==> src/rtl/drs_pkg.sv <==
package drs_pkg;
  typedef enum logic [1:0] {
    ST_PAUSE = 2'd0,
    ST_WAKE  = 2'd1,
    ST_RUN   = 2'd2
  } drs_state_e;

  // Retention window in milliseconds for a given number of row address bits
  function automatic int retention_ms(input int row_bits);
    return (row_bits >= 12) ? 64 : 32;
  endfunction
endpackage

==> src/rtl/drs_rst_sync.sv <==
module drs_rst_sync (
  input  logic clk,
  input  logic rst_n,
  output logic srst_n
);
  logic meta_q;
  logic sync_q;

  always_ff @(posedge clk or negedge rst_n) begin
    if (!rst_n) begin
      meta_q <= 1'b0;
      sync_q <= 1'b0;
    end else begin
      meta_q <= 1'b1;
      sync_q <= meta_q;
    end
  end

  assign srst_n = sync_q;
endmodule

==> src/rtl/drs_timer.sv <==
module drs_timer #(
  parameter int LIMIT = 16
) (
  input  logic clk,
  input  logic rst_n,
  input  logic en,
  input  logic clr,
  output logic tick
);
  localparam int W = $clog2(LIMIT + 1);
  localparam logic [W-1:0] LAST = W'(LIMIT - 1);

  logic [W-1:0] cnt_q;
  logic [W-1:0] cnt_d;

  assign tick = en && !clr && (cnt_q == LAST);

  always_comb begin
    cnt_d = cnt_q;
    if (clr || tick) cnt_d = '0;
    else if (en)     cnt_d = cnt_q + 1'b1;
  end

  always_ff @(posedge clk or negedge rst_n) begin
    if (!rst_n) cnt_q <= '0;
    else        cnt_q <= cnt_d;
  end
endmodule

==> src/rtl/drs_pend_ctr.sv <==
module drs_pend_ctr #(
  parameter int MAX_PENDING = 4
) (
  input  logic clk,
  input  logic rst_n,
  input  logic clr,
  input  logic inc,
  input  logic dec_req,
  output logic nonzero,
  output logic limit_hit
);
  localparam int PW = $clog2(MAX_PENDING + 1);
  localparam logic [PW-1:0] EDGE_VAL = PW'(MAX_PENDING - 1);

  logic [PW-1:0] cnt_q;
  logic [PW-1:0] cnt_d;
  logic          dec;

  assign nonzero   = (cnt_q != '0);
  assign dec       = dec_req && nonzero;
  assign limit_hit = inc && !dec && (cnt_q == EDGE_VAL);

  always_comb begin
    cnt_d = cnt_q;
    if (clr)              cnt_d = '0;
    else if (inc && !dec) cnt_d = cnt_q + 1'b1;
    else if (dec && !inc) cnt_d = cnt_q - 1'b1;
  end

  always_ff @(posedge clk or negedge rst_n) begin
    if (!rst_n) cnt_q <= '0;
    else        cnt_q <= cnt_d;
  end
endmodule

==> src/rtl/dram_refresh_sched.sv <==
module dram_refresh_sched
  import drs_pkg::*;
#(
  parameter int CLK_KHZ     = 125000,
  parameter int ROW_BITS    = 12,
  parameter int POWERUP_US  = 200,
  parameter int WAKE_CYCLES = 8,
  parameter int MARGIN_CLKS = 16,
  parameter int MAX_PENDING = 4
) (
  input  logic clk,
  input  logic rst_n,
  input  logic ref_ack,
  output logic ref_req,
  output logic mem_ready,
  output logic overdue
);
  localparam int ROWS        = 1 << ROW_BITS;
  localparam int RET_MS      = retention_ms(ROW_BITS);
  localparam int PERIOD_CLKS = (CLK_KHZ * RET_MS) / ROWS - MARGIN_CLKS;
  localparam int PAUSE_CLKS  = (POWERUP_US * CLK_KHZ) / 1000;
  localparam int WW          = $clog2(WAKE_CYCLES + 1);
  localparam logic [WW-1:0] WAKE_LAST = WW'(WAKE_CYCLES - 1);

  logic       srst_n;
  drs_state_e state_q, state_d;
  logic [WW-1:0] wake_q, wake_d;
  logic       overdue_q, overdue_d;
  logic       pause_tick;
  logic       period_tick;
  logic       pend_nz;
  logic       pend_hit;
  logic       in_pause, in_wake, in_run;

  assign in_pause = (state_q == ST_PAUSE);
  assign in_wake  = (state_q == ST_WAKE);
  assign in_run   = (state_q == ST_RUN);

  drs_rst_sync u_rst_sync (
    .clk    (clk),
    .rst_n  (rst_n),
    .srst_n (srst_n)
  );

  drs_timer #(.LIMIT(PAUSE_CLKS)) u_pause_tmr (
    .clk   (clk),
    .rst_n (srst_n),
    .en    (in_pause),
    .clr   (1'b0),
    .tick  (pause_tick)
  );

  drs_timer #(.LIMIT(PERIOD_CLKS)) u_period_tmr (
    .clk   (clk),
    .rst_n (srst_n),
    .en    (in_run),
    .clr   (!in_run),
    .tick  (period_tick)
  );

  drs_pend_ctr #(.MAX_PENDING(MAX_PENDING)) u_pend (
    .clk       (clk),
    .rst_n     (srst_n),
    .clr       (!in_run),
    .inc       (period_tick),
    .dec_req   (ref_ack),
    .nonzero   (pend_nz),
    .limit_hit (pend_hit)
  );

  always_comb begin
    state_d   = state_q;
    wake_d    = wake_q;
    overdue_d = 1'b0;
    case (state_q)
      ST_PAUSE: begin
        wake_d = '0;
        if (pause_tick) state_d = ST_WAKE;
      end
      ST_WAKE: begin
        if (ref_ack) begin
          if (wake_q == WAKE_LAST) state_d = ST_RUN;
          else                     wake_d  = wake_q + 1'b1;
        end
      end
      ST_RUN: begin
        wake_d = '0;
        if (pend_hit) begin
          state_d   = ST_WAKE;
          overdue_d = 1'b1;
        end
      end
      default: begin
        state_d = ST_PAUSE;
        wake_d  = '0;
      end
    endcase
  end

  always_ff @(posedge clk or negedge srst_n) begin
    if (!srst_n) begin
      state_q   <= ST_PAUSE;
      wake_q    <= '0;
      overdue_q <= 1'b0;
    end else begin
      state_q   <= state_d;
      wake_q    <= wake_d;
      overdue_q <= overdue_d;
    end
  end

  assign ref_req   = in_wake || (in_run && pend_nz);
  assign mem_ready = in_run;
  assign overdue   = overdue_q;
endmodule

==> config.mk <==
export PLATFORM = sky130hd
export DESIGN_NAME = dram_refresh_sched
export DESIGN_NICKNAME = d
export VERILOG_FILES = /design/src/rtl/drs_pkg.sv /design/src/rtl/drs_rst_sync.sv /design/src/rtl/drs_timer.sv /design/src/rtl/drs_pend_ctr.sv /design/src/rtl/dram_refresh_sched.sv
export SDC_FILE = /design/constraint.sdc
export NUM_CORES = 1
export LEC_CHECK = 0
export ABC_AREA = 1
export CORE_MARGIN = 3
export CORE_UTILIZATION = 40
export DETAILED_ROUTE_END_ITERATION = 10
export GPL_TIMING_DRIVEN = 0
export PLACE_DENSITY = 0.61
export REMOVE_ABC_BUFFERS = 1
export SLEW_MARGIN = 15
export SYNTH_ARGS = -nofsm -noshare
export SYNTH_HDL_FRONTEND = slang
export SYNTH_SLANG_ARGS = --single-unit
==> constraint.sdc <==
create_clock -name clk -period 1.55 [get_ports clk]
set_input_delay 0.2325 -clock clk [delete_from_list [all_inputs] [get_ports clk]]
set_output_delay 0.2325 -clock clk [all_outputs]
set_load 0.03 [all_outputs]
=== Word-level counts from Yosys, hierarchy flattened ===
Index checks and enable logic that the tools add are counted.

* $add $sub $neg: 5
* Multipliers: 0
* Div/mod/pow operators: 0
* $lt $le $gt $ge: 0
* Equality and inequality tests: 12
* Shift-type cells: 0
* Mux-type cells: 17
* Bitwise gates (word level): 0
* Reduce and logical (&&, ||, !) cells: 18

{| class="wikitable"
|+ Operator list
! cell !! count
|-
| $mux W15 || 2
|-
| $mux W11 || 2
|-
| $add A15 B1 Y15 const B || 1
|-
| $eq A15 B15 Y1 const B || 1
|-
| $mux W4 || 3
|-
| $add A11 B1 Y11 const B || 1
|-
| $eq A11 B11 Y1 const B || 1
|-
| $mux W3 || 3
|-
| $mux W2 || 4
|-
| $ne A2 B2 Y1 const B || 4
|-
| $logic_and A1 B1 Y1 || 7
|-
| $pmux W2 S3 || 1
|-
| $add A4 B1 Y4 const B || 1
|-
| $eq A4 B3 Y1 const B || 1
|-
| $reduce_and A4 Y1 || 1
|-
| $reduce_bool A2 Y1 || 2
|-
| $add A3 B1 Y3 const B || 1
|-
| $eq A3 B2 Y1 const B || 1
|-
| $logic_not A1 Y1 || 3
|-
| $ne A3 B1 Y1 const B || 1
|-
| $reduce_bool A3 Y1 || 1
|-
| $sub A3 B1 Y3 const B || 1
|-
| $eq A2 B1 Y1 const B || 1
|-
| $eq A2 B2 Y1 const B || 1
|-
| other kinds (5) || 7
|}

* Register bits: 38
* Bits in latches: 0
* Bits in writable memories: 0
* ROM bits: 0
* Bits of input ports: 3
* Output and inout bits: 3
* Logic and storage cells: 60
* Memories: 0

=== Depth between registers and ports, before layout ===
Gate-level depths: netlist of run 1.

* Word-level depth: 7
* Depth in mapped cells: 13
* Gate-level depth less buffers: 13

=== Cells and area by module ===
Synthesis of run 1 repeated with hierarchy kept, for this count alone.

* Cell total of the unflattened synthesis: 311
* Area, all modules: 2403.6 um^2

{| class="wikitable"
|+ By module, submodules not included
! module !! instances !! cells an instance !! area each (um^2) !! seq. area each (um^2)
|-
| drs_timer (u_pause_tmr) || 1 || 130 || 999.7 || 375.4
|-
| drs_timer (u_period_tmr) || 1 || 92 || 700.7 || 275.3
|-
| dram_refresh_sched || 1 || 53 || 402.9 || 175.2
|-
| drs_pend_ctr || 1 || 33 || 246.5 || 75.1
|-
| drs_rst_sync || 1 || 3 || 53.8 || 50.0
|}

=== Worst setup path before layout of run 1 ===
No wires, ideal clock.

* Path type: register -> register
* Start point: register u_period_tmr.cnt_q[0]
* End point: register u_pend.cnt_q[2]
* Setup time: 0.117 ns
* Arrival: 1.627 ns
* Data required time: 1.433 ns
* Setup slack: -0.194 ns
* Stages on the path, launching flop included: 14
* Buffers on the path: 0
* Clock period less this slack: 1.744 ns
* Cells stage by stage: dfrtp_1 > inv_1 > ha_1 > nand2_1 > nor2_2 > nand3_2 > nor2_4 > fa_1 > xnor2_1 > inv_1 > nand2_1 > nand2_1 > nand2_1 > nand2_1

* Cells in the longest elaborated chain, start to end: 5
* Elaborated cells on any way between the ends: 8

{| class="wikitable"
|+ RTL lines
! element !! RTL line !! RTL
|-
| from (decl) || drs_timer.sv:13 || <nowiki>logic [W-1:0] cnt_q;</nowiki>
|-
| from (signal assigned) || drs_timer.sv:26 || <nowiki>else cnt_q <= cnt_d;</nowiki>
|-
| $eq A11 B11 Y1 (*) || drs_timer.sv:16 || <nowiki>assign tick = en && !clr && (cnt_q == LAST);</nowiki>
|-
| $logic_and A1 B1 Y1 (*) || drs_timer.sv:16 ||
|-
| $logic_not A1 Y1 or $logic_and A1 B1 Y1 (tied branches) || drs_pend_ctr.sv:27, drs_pend_ctr.sv:26 ||
|-
| $logic_and A1 B1 Y1 or $mux W3 (tied branches) || drs_pend_ctr.sv:27, drs_pend_ctr.sv:26 ||
|-
| $ne A3 B1 Y1 (no source line) or $mux W3 (tied branches) || - ||
|-
| to (signal assigned) || drs_pend_ctr.sv:32 || <nowiki>else cnt_q <= cnt_d;</nowiki>
|-
| to (decl) || drs_pend_ctr.sv:15 || <nowiki>logic [PW-1:0] cnt_q;</nowiki>
|}

Mark *: on every way between the ends. The rest lies on a longest branch, timed or not.
A chain may end at the register's enable or synchronous reset.

=== Worst setup path in the final report of run 1 ===
Same ends and word-level chain as after synthesis.

==> key figures, run 1 <==
Setup path
  – Crit Path Class: register to register
  – Worst EP arrival: 1.96 ns
  – CP max FO: 2
  – Critical Path Start Type: register
  – CP required: 1.74 ns
  – CP Capture Type: register

Power and ir drop
  – Cell Pwr Density: 707 nW/um2
  – Sw Ratio: 21.5%
  – Flop pwr share: 52.8%
  – Int Power: 1.48 mW
  – Part of the power in the clock network: 45.5%
  – Maximum VDD drop: 0.613 mV
  – Combinational cell fraction of total power: 1.7%
  – Switch Pwr: 407 uW
  – Leak: 1.21 nW

Route
  – Initial DRC count: 109
  – DR pass1 iterations: 4
  – Via count: 1775
  – Via-to-Cell Ratio: 4.88
  – Routed wire length: 4360 um
  – Antenna viol nets, final: 0
  – Post-DR wirelength/cell: 12.0 um
  – DRC violations left: 0

Clock tree
  – Sink Count: 38
  – H-Tree Depth: 2
  – CTS buffer count: 5
  – Root buf cell: clkbuf_8
  – Clock transition at path regs: 0.08 ns
  – Worst-case clock buffer depth: 2
  – CTS tree: yes
  – Clock Latency Late Sink: 0.30 ns
  – Post-CTS Hold Fix Bufs: 0

Global route
  – GRT Util Overall: 14.5%
  – Largest net degree at the start of global routing: 30
  – Grt ovf: 0
  – Initial antenna violation count: 0
  – Vias in the first global route: 1566
  – First-pass GRT wire length: 7080 um

Outcome
  – Status: complete, but fails checks
  – Failing checks: setup timing

Synth
  – Synth Area in Compound Gates: 7.38%
  – Number of flops mapped to enable cells by yosys: 0
  – Yosys cell types: 32
  – Post-synthesis mux area share: 0%
  – Yosys warns: 0
  – Syn avg cell area: 8.03 um2
  – FFs w/ async S/R, synth: 100%
  – Main combinational cell family by area after synthesis: simple AND/OR/NAND/NOR gates
  – Top cell type's share of synthesized area: 44.9%
  – Synth cell count leaders: nand2_1, inv_1, dfrtp_1, nor2_1, nand3_1
  – Yosys reg bits: 38
  – Seq/Total Area, Yosys: 44.9%
  – Synth area leader: dfrtp_1
  – Count leader, synth: nand2_1
  – Top post-synthesis cells by area: dfrtp_1, nand2_1, inv_1, nand3_1, nor2_1
  – Top FF cell, synth: dfrtp_1
  – Post-Synthesis Cells: 264
  – Synth Area in XOR/XNOR: 2.48%
  – Cell Area, Synth: 2120 um2
  – Post-Synth Adder-Cell Area: 3.31%
  – Simple-gate share of the synthesized area: 33.6%

Placed design
  – Post-detail-place hpwl: 2830 um
  – Placed cell areas: 2270 um2
  – GPL Wtd Cong: 0.788
  – Number of buffers added on ports: 5

Timing
  – Hold WS: 0.0857 ns
  – Post-route minimum period: 1.77 ns
  – Fmax achieved: 0.564 GHz
  – Clk_skew: 0.00793 ns
  – Setup Viol. Count Final: 2
  – RSZ-0062 raised after global routing: true
  – Max Slew Vio Count: 0
  – Fin. Hold Viols: 0
  – Final setup margin: -0.222 ns
  – Crit share post-route: 114%

Floorplan
  – Site row count: 25
  – Die H: 78.8 um
  – Core area: 4910 um2
  – Die W: 78.8 um
  – Die ar.: 6210 um2
  – Starting Density: 43.2%
  – Ports: 6

Layout
  – Finished Core Util: 54.4%
  – Fill cells: 448
  – Post-route cell area: 2670 um2
  – # diodes: 0
  – Fin nets: 304
  – Area grow syn2layout: 26.1%
  – Share of cells above drive strength 1: 25.6%

Job
  – Max_cap viols: 0

Min path
  – Tightest Hold Check Type: input port to async pin
==> path summary, 6_finish.rpt <==
kind	start	endpoint	slack (ns)	depth (start not counted)
max	u_period_tmr.cnt_q[0]	u_pend.cnt_q[2]	-0.22	13
min	rst_n	u_rst_sync.meta_q	0.09	1
min reg2reg	u_rst_sync.srst_n	wake_q[0]	0.12	0
min in group clk	u_rst_sync.meta_q	u_rst_sync.srst_n	0.36	0
max reg2reg	u_period_tmr.cnt_q[0]	u_pend.cnt_q[2]	-0.22	13
max in group asynchronous	u_rst_sync.srst_n	u_period_tmr.cnt_q[7]	1.00	1
==> cell families after synthesis <==
logic type      Yosys count
simple gates            141
buf+inv                  46
flops                    38
compound gates           27
xor+xnor                  6
fa+ha+maj                 5
other cells               1
==> state kept, by name (all words and copies together) (netlist names) <==
name                count
u_pause_tmr.cnt_q      15
u_rst_sync.meta_q       1
u_pend.cnt_q            3
u_period_tmr.cnt_q     11
wake_q                  4
state_q                 2
overdue                 1
u_rst_sync.srst_n       1
==> per-layer routing <==
layer	track usage [%]	part of all wire [%]
met2	22.0	48
met4	5.59	1.4
met3	3.40	3.6
met1	20.0	47
met5	0	0
==> repair_timing <==
| item | in CTS | in global routing |
|---|---|---|
| resized for setup | 13 | 34 |
| endpoints found under the hold margin | 0 | 0 |
| pin swaps | 3 | 13 |
| gates cloned | 0 | 0 |
| buffers inserted | 6 | 15 |
| endpoints found under the setup margin | 12 | 20 |
==> stage by stage <==
step                power, mW  setup TNS, ns  setup slack (ns)  instances
detailed placement       1.05          -2.03            -0.573        336
floorplan                1.03         -0.325            -0.194        263
global placement         1.04          -5.21            -0.538        335
finish                   1.89         -0.434            -0.222        364
CTS                      1.91          -1.45            -0.212        350
global route             1.95          -1.49            -0.392        364
==> layout by cell type (no fill, tap or decap), types with 3 or more instances in the layout <==
master,instances
o21ai_1,3
dfrtp_2,4
a21oi_1,8
nand2_1,48
nor2_1,24
nand3_1,18
clkbuf_8,5
clkdlybuf4s50_1,3
buf_6,5
nand3_2,3
buf_12,3
nor2_4,7
dfrtp_1,34
nand2_2,8
inv_1,38
nor3_1,8
inv_2,7
buf_4,14
xor2_1,5
o21ai_0,8
nand4_1,11
o21bai_1,3
==> worst max-delay path, cell delays in order (launching register included) <==
cell	delay, ns
dfrtp_1	0.39
inv_1	0.07
ha_2	0.17
nand2_2	0.06
nor2_4	0.10
nand3_2	0.11
nor2_4	0.15
fa_2	0.24
xnor2_2	0.12
inv_1	0.05
nand2_1	0.06
nand2_1	0.05
nand2_1	0.05
nand2_1	0.05
==> power by group through the flow <==
stage | sequential, mW | combinational [mW] | clock, mW
2_1_floorplan | 1.03 | 0.00381 | 0
3_3_place_gp | 1.03 | 0.0118 | 0
3_5_place_dp | 1.02 | 0.0334 | 0
4_1_cts | 0.999 | 0.0334 | 0.879
5_1_grt | 0.999 | 0.0371 | 0.919
6_report | 0.998 | 0.0319 | 0.859
==> layout make-up <==
type | instances | area (um2) | area share [%]
inverters | 45 | 169 | 6.32
flip-flops and latches | 38 | 956 | 35.8
well taps | 67 | 83.8 | 3.14
clock inverters | 3 | 45.0 | 1.69
clock buffers | 5 | 68.8 | 2.57
multi-input cells | 180 | 1090 | 40.9
repair buffers | 26 | 256 | 9.60
(Power assumes the default switching activity.)
==> run 2: changes to the inputs <==
--- a/config.mk
+++ b/config.mk
@@ -10,7 +10,6 @@
 export CORE_UTILIZATION = 40
 export DETAILED_ROUTE_END_ITERATION = 10
 export GPL_TIMING_DRIVEN = 0
-export PLACE_DENSITY = 0.61
 export REMOVE_ABC_BUFFERS = 1
 export SLEW_MARGIN = 15
 export SYNTH_ARGS = -nofsm -noshare
==> run 2 against run 1 <==
The run still ends with setup timing left. Sequential power about the same. Critical path depth is the same. Largest cell class unchanged. Count of clock-buffer cells in the layout is 1 higher. Non-clock buffer count is the same. Worst setup slack better by 0.022 ns. Final cell count unchanged. Critical endpoint unchanged. Global-route usage is 0.23 points higher. Maximum frequency is 1.3% higher. Highest routed layer unchanged.
==> key figures, run 2 (synthesis results as in run 1) <==
Outcome
  – Status: complete, but fails checks (unchanged)
  – Failing checks: setup timing (unchanged)

Layout
  – Finished Core Util: 53.5% (was 54.4%)
  – Fin nets: 304 (unchanged)
  – Final Instance Count excl. Fillers: 364 (unchanged)
  – Storage element area: 955 um2 (was 956 um2)
  – Most frequent cells in the layout: nand2_1, inv_1, dfrtp_1 (unchanged)
  – Largest register FFs: 15 (unchanged)
  – # diodes: 0 (unchanged)
  – Largest regs: u_pause_tmr.cnt_q: 15 flops, u_period_tmr.cnt_q: 11 flops, wake_q: 4 flops (unchanged)
  – Most common cell after layout, fill and taps aside: nand2_1 (unchanged)
  – Fill cells: 463 (was 448)
  – Share of cells above drive strength 1: 22.6% (was 25.6%)
  – Area grow syn2layout: 23.9% (was 26.1%)
  – Area taken by multi-input logic gates: 1060 um2 (was 1090 um2)
  – Reg with most FFs: u_pause_tmr.cnt_q (unchanged)

Timing
  – Crit share post-route: 113% (was 114%)
  – Fin. Hold Viols: 0 (unchanged)
  – Clk_skew: 0.00856 ns (was 0.00793 ns)
  – Setup tns final: -0.459 ns (was -0.434 ns)
  – Fmax achieved: 0.572 GHz (was 0.564 GHz)
  – Max Slew Vio Count: 0 (unchanged)
  – Post-route minimum period: 1.75 ns (was 1.77 ns)
  – RSZ-0062 raised after global routing: true (unchanged)
  – Final setup margin: -0.199 ns (was -0.222 ns)
  – Setup Viol. Count Final: 3 (was 2)

Floorplan
  – Ports: 6 (unchanged)
  – Die ar.: 6210 um2 (unchanged)
  – Site row count: 25 (unchanged)
  – Core area: 4910 um2 (unchanged)
  – Starting Density: 43.2% (unchanged)
  – Die H: 78.8 um (unchanged)
  – Die W: 78.8 um (unchanged)

Setup path
  – CP required: 1.74 ns (about the same)
  – CP Capture Type: register (unchanged)
  – Reg2reg start: u_period_tmr.cnt_q[0] (unchanged)
  – Worst EP arrival: 1.94 ns (was 1.96 ns)
  – Crit path largest cell delay: 0.36 ns (was 0.39 ns)
  – Critical path's top delay family: adder cells (was simple AND/OR/NAND/NOR gates)
  – Critical Path Start: u_period_tmr.cnt_q[0] (unchanged)
  – Slowest stage cell, crit path: fa_2 (was dfrtp_1)
  – CP max FO: 2 (unchanged)
  – Worst Path Buf+Inv: 2 (unchanged)
  – Crit Path Class: register to register (unchanged)
  – Critical Path Start Type: register (unchanged)
  – CP cell instances: inv_1 -> ha_2 -> nand2_2 -> nor2_4 -> nand3_2 -> nor2_4 -> fa_2 -> xnor2_2 -> inv_1 -> nand2_1 -> nand2_1 -> nand2_1 -> nand2_1 (unchanged)
  – Crit-path most repeated cell: nand2_1 (unchanged)

Route
  – Antenna viol nets, final: 0 (unchanged)
  – Via count: 1754 (was 1775)
  – DR pass1 iterations: 4 (unchanged)
  – Post-DR wirelength/cell: 11.4 um (was 12.0 um)
  – Initial DRC count: 65 (was 109)
  – Via-to-Cell Ratio: 4.82 (was 4.88)
  – Routed wire length: 4150 um (was 4360 um)
  – DRC violations left: 0 (unchanged)

Placed design
  – Post-detail-place hpwl: 2850 um (was 2830 um)
  – Post-placement cell count: 336 (unchanged)
  – Number of buffers added on ports: 5 (unchanged)
  – Pre-CTS setup slack: -0.585 ns (was -0.573 ns)
  – GPL Wtd Cong: 0.788 (about the same)

Power and ir drop
  – Maximum VDD drop: 0.678 mV (was 0.613 mV)
  – Cell Pwr Density: 790 nW/um2 (was 707 nW/um2)
  – Leak: 1.22 nW (was 1.21 nW)
  – Power, Total: 2.07 mW (was 1.89 mW)

Clock tree
  – CTS tree: yes (unchanged)
  – CTS buffer count: 5 (unchanged)
  – Sink Count: 38 (unchanged)
  – Post-CTS Hold Fix Bufs: 0 (unchanged)
  – Clock Latency Late Sink: 0.29 ns (was 0.30 ns)
  – H-Tree Depth: 2 (unchanged)
  – Clock transition at path regs: 0.08 ns (about the same)
  – Root buf cell: clkbuf_8 (unchanged)
  – Worst-case clock buffer depth: 2 (unchanged)

Global route
  – GRT Util Overall: 14.7% (was 14.5%)
  – First-pass GRT wire length: 7220 um (was 7080 um)
  – Vias in the first global route: 1647 (was 1566)
  – Largest net degree at the start of global routing: 29 (was 30)
  – Initial antenna violation count: 0 (unchanged)
  – Grt ovf: 0 (unchanged)

Job
  – Max_cap viols: 0 (unchanged)

Min path
  – Tightest Hold Check Type: input port to async pin (unchanged)
-- run 2: changes by cell type in the layout (fill, tap and decap cells not counted), moves of 3 or more --
| cell | previous run | this run |
|---|---|---|
| nand2_2 | 8 | 5 |
| buf_6 | 5 | 1 |
| inv_2 | 7 | 4 |
| buf_4 | 14 | 20 |
| inv_1 | 38 | 41 |
-- run 2: layer usage --
metal | vias up | share of wire (%) | GRT usage (%)
met1 | 816 | 48 | 18.9
met3 | 6 | 2.9 | 3.63
met5 | - | 0 | 0
li1 | 912 | - | -
met4 | 0 | 1.7 | 6.29
met2 | 20 | 47 | 23.7
-- run 2: where the power goes --
part           switching [mW]  internal [mW]
sequential            0.00560          0.993
clock                   0.358          0.687
combinational          0.0204         0.0105
total                   0.384           1.69
-- run 2: final timing paths --
kind                                    endpoint  slack [ns]  cells after the start
setup / recovery                 u_pend.cnt_q[2]       -0.20                     13
max in group asynchronous             state_q[0]        0.98                      1
setup reg to reg                 u_pend.cnt_q[2]       -0.20                     13
hold / removal                 u_rst_sync.meta_q        0.09                      1
hold reg to reg            u_period_tmr.cnt_q[1]        0.13                      0
min in group clk               u_rst_sync.srst_n        0.36                      0
-- run 2: repair_timing --
| item | in CTS | in global routing |
|---|---|---|
| cloned | 0 | 0 |
| buffers inserted | 7 | 13 |
| pin swaps | 2 | 4 |
| endpoints found under the setup margin | 11 | 15 |
| resized for setup | 15 | 14 |
-- run 2: per-stage QoR --
| stage | hold WS, ns | instance area (um2) |
|---|---|---|
| floorplan | -0.0631 | 2110 |
| global placement | 0.339 | 2250 |
| detailed placement | 0.131 | 2270 |
| CTS | 0.0788 | 2500 |
| global route | 0.0783 | 2630 |
| finish | 0.0909 | 2630 |
-- run 2: area by class of cell --
cell class	count	area share [%]
Multi-Input combinational cell	180	40.2
Timing Repair Buffer	26	8.38
Clock inverter	2	2.29
Tap cell	67	3.19
Clock buffer	6	3.14
Sequential cell	38	36.4
Inverter	45	6.43
==> run 3: changes to the inputs <==
--- a/config.mk
+++ b/config.mk
@@ -11,7 +11,6 @@
 export DETAILED_ROUTE_END_ITERATION = 10
 export GPL_TIMING_DRIVEN = 0
 export REMOVE_ABC_BUFFERS = 1
-export SLEW_MARGIN = 15
 export SYNTH_ARGS = -nofsm -noshare
 export SYNTH_HDL_FRONTEND = slang
 export SYNTH_SLANG_ARGS = --single-unit
==> run 3 against run 2 <==
The flow still finishes with violations (setup timing). Maximum frequency is 0.22% higher. Worst setup slack better by 0.0039 ns. Via count is 1.2% lower. Non-clock buffer count is 1 lower. Cell area is 0.29% higher. Sequential power hardly changed. Global-route usage is 0.052 points lower. Clock power hardly changed. Flip-flop and latch count stayed put. First-iteration DRC count is 26% higher. Count of clock-buffer cells in the layout is 1 lower. Sequential share of layout area hardly changed. Critical endpoint unchanged.
==> key figures, run 3 (synthesis results as in run 1) <==
Outcome
  – Status: complete, but fails checks (unchanged)
  – Failing checks: setup timing (unchanged)

Layout
  – Share of cells above drive strength 1: 23.3% (was 22.6%)
  – Most common cell after layout, fill and taps aside: nand2_1 (unchanged)
  – Largest regs: u_pause_tmr.cnt_q: 15 flops, u_period_tmr.cnt_q: 11 flops, wake_q: 4 flops (unchanged)
  – Largest register FFs: 15 (unchanged)
  – Reg with most FFs: u_pause_tmr.cnt_q (unchanged)
  – Final Instance Count excl. Fillers: 363 (was 364)
  – Area grow syn2layout: 24.3% (was 23.9%)
  – Most frequent cells in the layout: nand2_1, inv_1, dfrtp_1 (unchanged)
  – Fin nets: 303 (was 304)
  – # diodes: 0 (unchanged)

Placed design
  – GPL Wtd Cong: 0.788 (unchanged)
  – Post-placement cell count: 335 (was 336)
  – Post-detail-place hpwl: 2790 um (was 2850 um)
  – Number of buffers added on ports: 5 (unchanged)
  – Pre-CTS setup slack: -0.578 ns (was -0.585 ns)

Timing
  – Post-route minimum period: 1.75 ns (about the same)
  – Slew margin rel.: 47.7%
  – Clk_skew: 0.0128 ns (was 0.00856 ns)
  – Fmax achieved: 0.573 GHz (was 0.572 GHz)
  – Tightest Pin Transition: 0.785 ns
  – Setup Viol. Count Final: 4 (was 3)
  – Final setup margin: -0.196 ns (was -0.199 ns)
  – Fin. Hold Viols: 0 (unchanged)
  – RSZ-0062 raised after global routing: true (unchanged)
  – Crit share post-route: 113% (about the same)
  – Max Slew Vio Count: 0 (unchanged)

Route
  – Antenna viol nets, final: 0 (unchanged)
  – Via count: 1733 (was 1754)
  – DRC violations left: 0 (unchanged)
  – Via-to-Cell Ratio: 4.77 (was 4.82)
  – Routed wire length: 4160 um (was 4150 um)
  – DR pass1 iterations: 4 (unchanged)
  – Post-DR wirelength/cell: 11.5 um (was 11.4 um)
  – Initial DRC count: 82 (was 65)

Power and ir drop
  – Leak: 1.20 nW (was 1.22 nW)
  – Maximum VDD drop: 0.473 mV (was 0.678 mV)
  – Power, Total: 2.06 mW (was 2.07 mW)
  – Cell Pwr Density: 780 nW/um2 (was 790 nW/um2)

Floorplan
  – Starting Density: 43.2% (unchanged)
  – Die H: 78.8 um (unchanged)
  – Die W: 78.8 um (unchanged)
  – Site row count: 25 (unchanged)
  – Ports: 6 (unchanged)
  – Core area: 4910 um2 (unchanged)
  – Die ar.: 6210 um2 (unchanged)

Setup path
  – CP cell instances: inv_1 -> ha_2 -> nand2_2 -> nor2_4 -> nand3_2 -> nor2_4 -> fa_2 -> xnor2_2 -> inv_1 -> nand2_1 -> nand2_1 -> nand2_1 -> nand2_1 (unchanged)
  – Crit-path most repeated cell: nand2_1 (unchanged)
  – Crit Path Class: register to register (unchanged)
  – Worst EP arrival: 1.94 ns (about the same)
  – CP max FO: 2 (unchanged)
  – Slowest stage cell, crit path: dfrtp_1 (was fa_2)
  – Crit path largest cell delay: 0.36 ns (about the same)
  – CP required: 1.75 ns (was 1.74 ns)
  – Critical Path Start Type: register (unchanged)
  – CP Capture Type: register (unchanged)

Global route
  – Grt ovf: 0 (unchanged)
  – Largest net degree at the start of global routing: 37 (was 29)
  – First-pass GRT wire length: 7140 um (was 7220 um)
  – GRT Util Overall: 14.7% (about the same)
  – Initial antenna violation count: 0 (unchanged)
  – Vias in the first global route: 1630 (was 1647)

Clock tree
  – Clock Latency Late Sink: 0.30 ns (was 0.29 ns)
  – Post-CTS Hold Fix Bufs: 0 (unchanged)
  – Worst-case clock buffer depth: 2 (unchanged)
  – Sink Count: 38 (unchanged)
  – H-Tree Depth: 2 (unchanged)
  – CTS buffer count: 5 (unchanged)
  – Clock transition at path regs: 0.08 ns (about the same)
  – Root buf cell: clkbuf_8 (unchanged)
  – CTS tree: yes (unchanged)

Min path
  – Tightest Hold Check Type: input port to async pin (unchanged)

Job
  – Max_cap viols: 0 (unchanged)
run 3: worst paths after layout:
path	from	end	slack (ns)	depth (start not counted)
max	u_period_tmr.cnt_q[0]	u_pend.cnt_q[2]	-0.20	13
min	rst_n	u_rst_sync.meta_q	0.08	1
max reg2reg	u_period_tmr.cnt_q[0]	u_pend.cnt_q[2]	-0.20	13
min reg2reg	u_rst_sync.srst_n	u_pend.cnt_q[0]	0.36	0
max in group asynchronous	u_rst_sync.srst_n	u_period_tmr.cnt_q[7]	0.64	0
min in group clk	u_rst_sync.meta_q	u_rst_sync.srst_n	0.36	0
run 3: power by group:
group / switching, mW / internal, mW / total, mW / leakage [nW]
sequential: 0.0179 / 0.993 / 1.01 / 0.483
clock: 0.387 / 0.645 / 1.03 / 0.0683
combinational: 0.00693 / 0.00554 / 0.0125 / 0.647
run 3: final cells by class:
class | instances | area, um2
inverter | 45 | 169
fill | 473 | 2280
tap | 67 | 83.8
multi-input combinational | 180 | 1090
clock inverter | 3 | 68.8
clock buffer | 5 | 68.8
sequential | 38 | 957
timing repair buffer | 25 | 200
run 3: what timing repair did:
item | in CTS | in global routing
endpoints found under the setup margin | 12 | 14
resized for setup | 15 | 20
buffers inserted | 6 | 14
pin swaps | 2 | 7
run 3: metal layers:
| metal | up-vias | global-route usage, % | wire length, um |
|---|---|---|---|
| li1 | 910 | - | - |
| met1 | 796 | 19.4 | 2050 |
| met2 | 20 | 22.8 | 1920 |
| met3 | 7 | 3.40 | 117 |
| met4 | 0 | 6.82 | 74 |
| met5 | - | 0 | 0 |
run 3: critical path: cells and delay by family, from the launching register on:
kind	cells	cell delay, ns
adder cells (fa/ha/maj)	2	0.53
AND/OR/NAND/NOR	8	0.49
flip-flops	1	0.36
XOR/XNOR	1	0.18
buffers and inverters	2	0.10
run 3: metrics by stage:
stage          setup TNS [ns]  hold WS, ns  cell area (um2)  utilization, %
4_1_cts                -0.678       0.0729             2470            50.3
3_3_place_gp            -4.18        0.339             2250            45.8
5_1_grt                 -1.73       0.0737             2630            53.6
6_report               -0.478       0.0802             2630            53.6
2_1_floorplan          -0.325      -0.0631             2110               -
3_5_place_dp            -1.84        0.341             2250            45.8
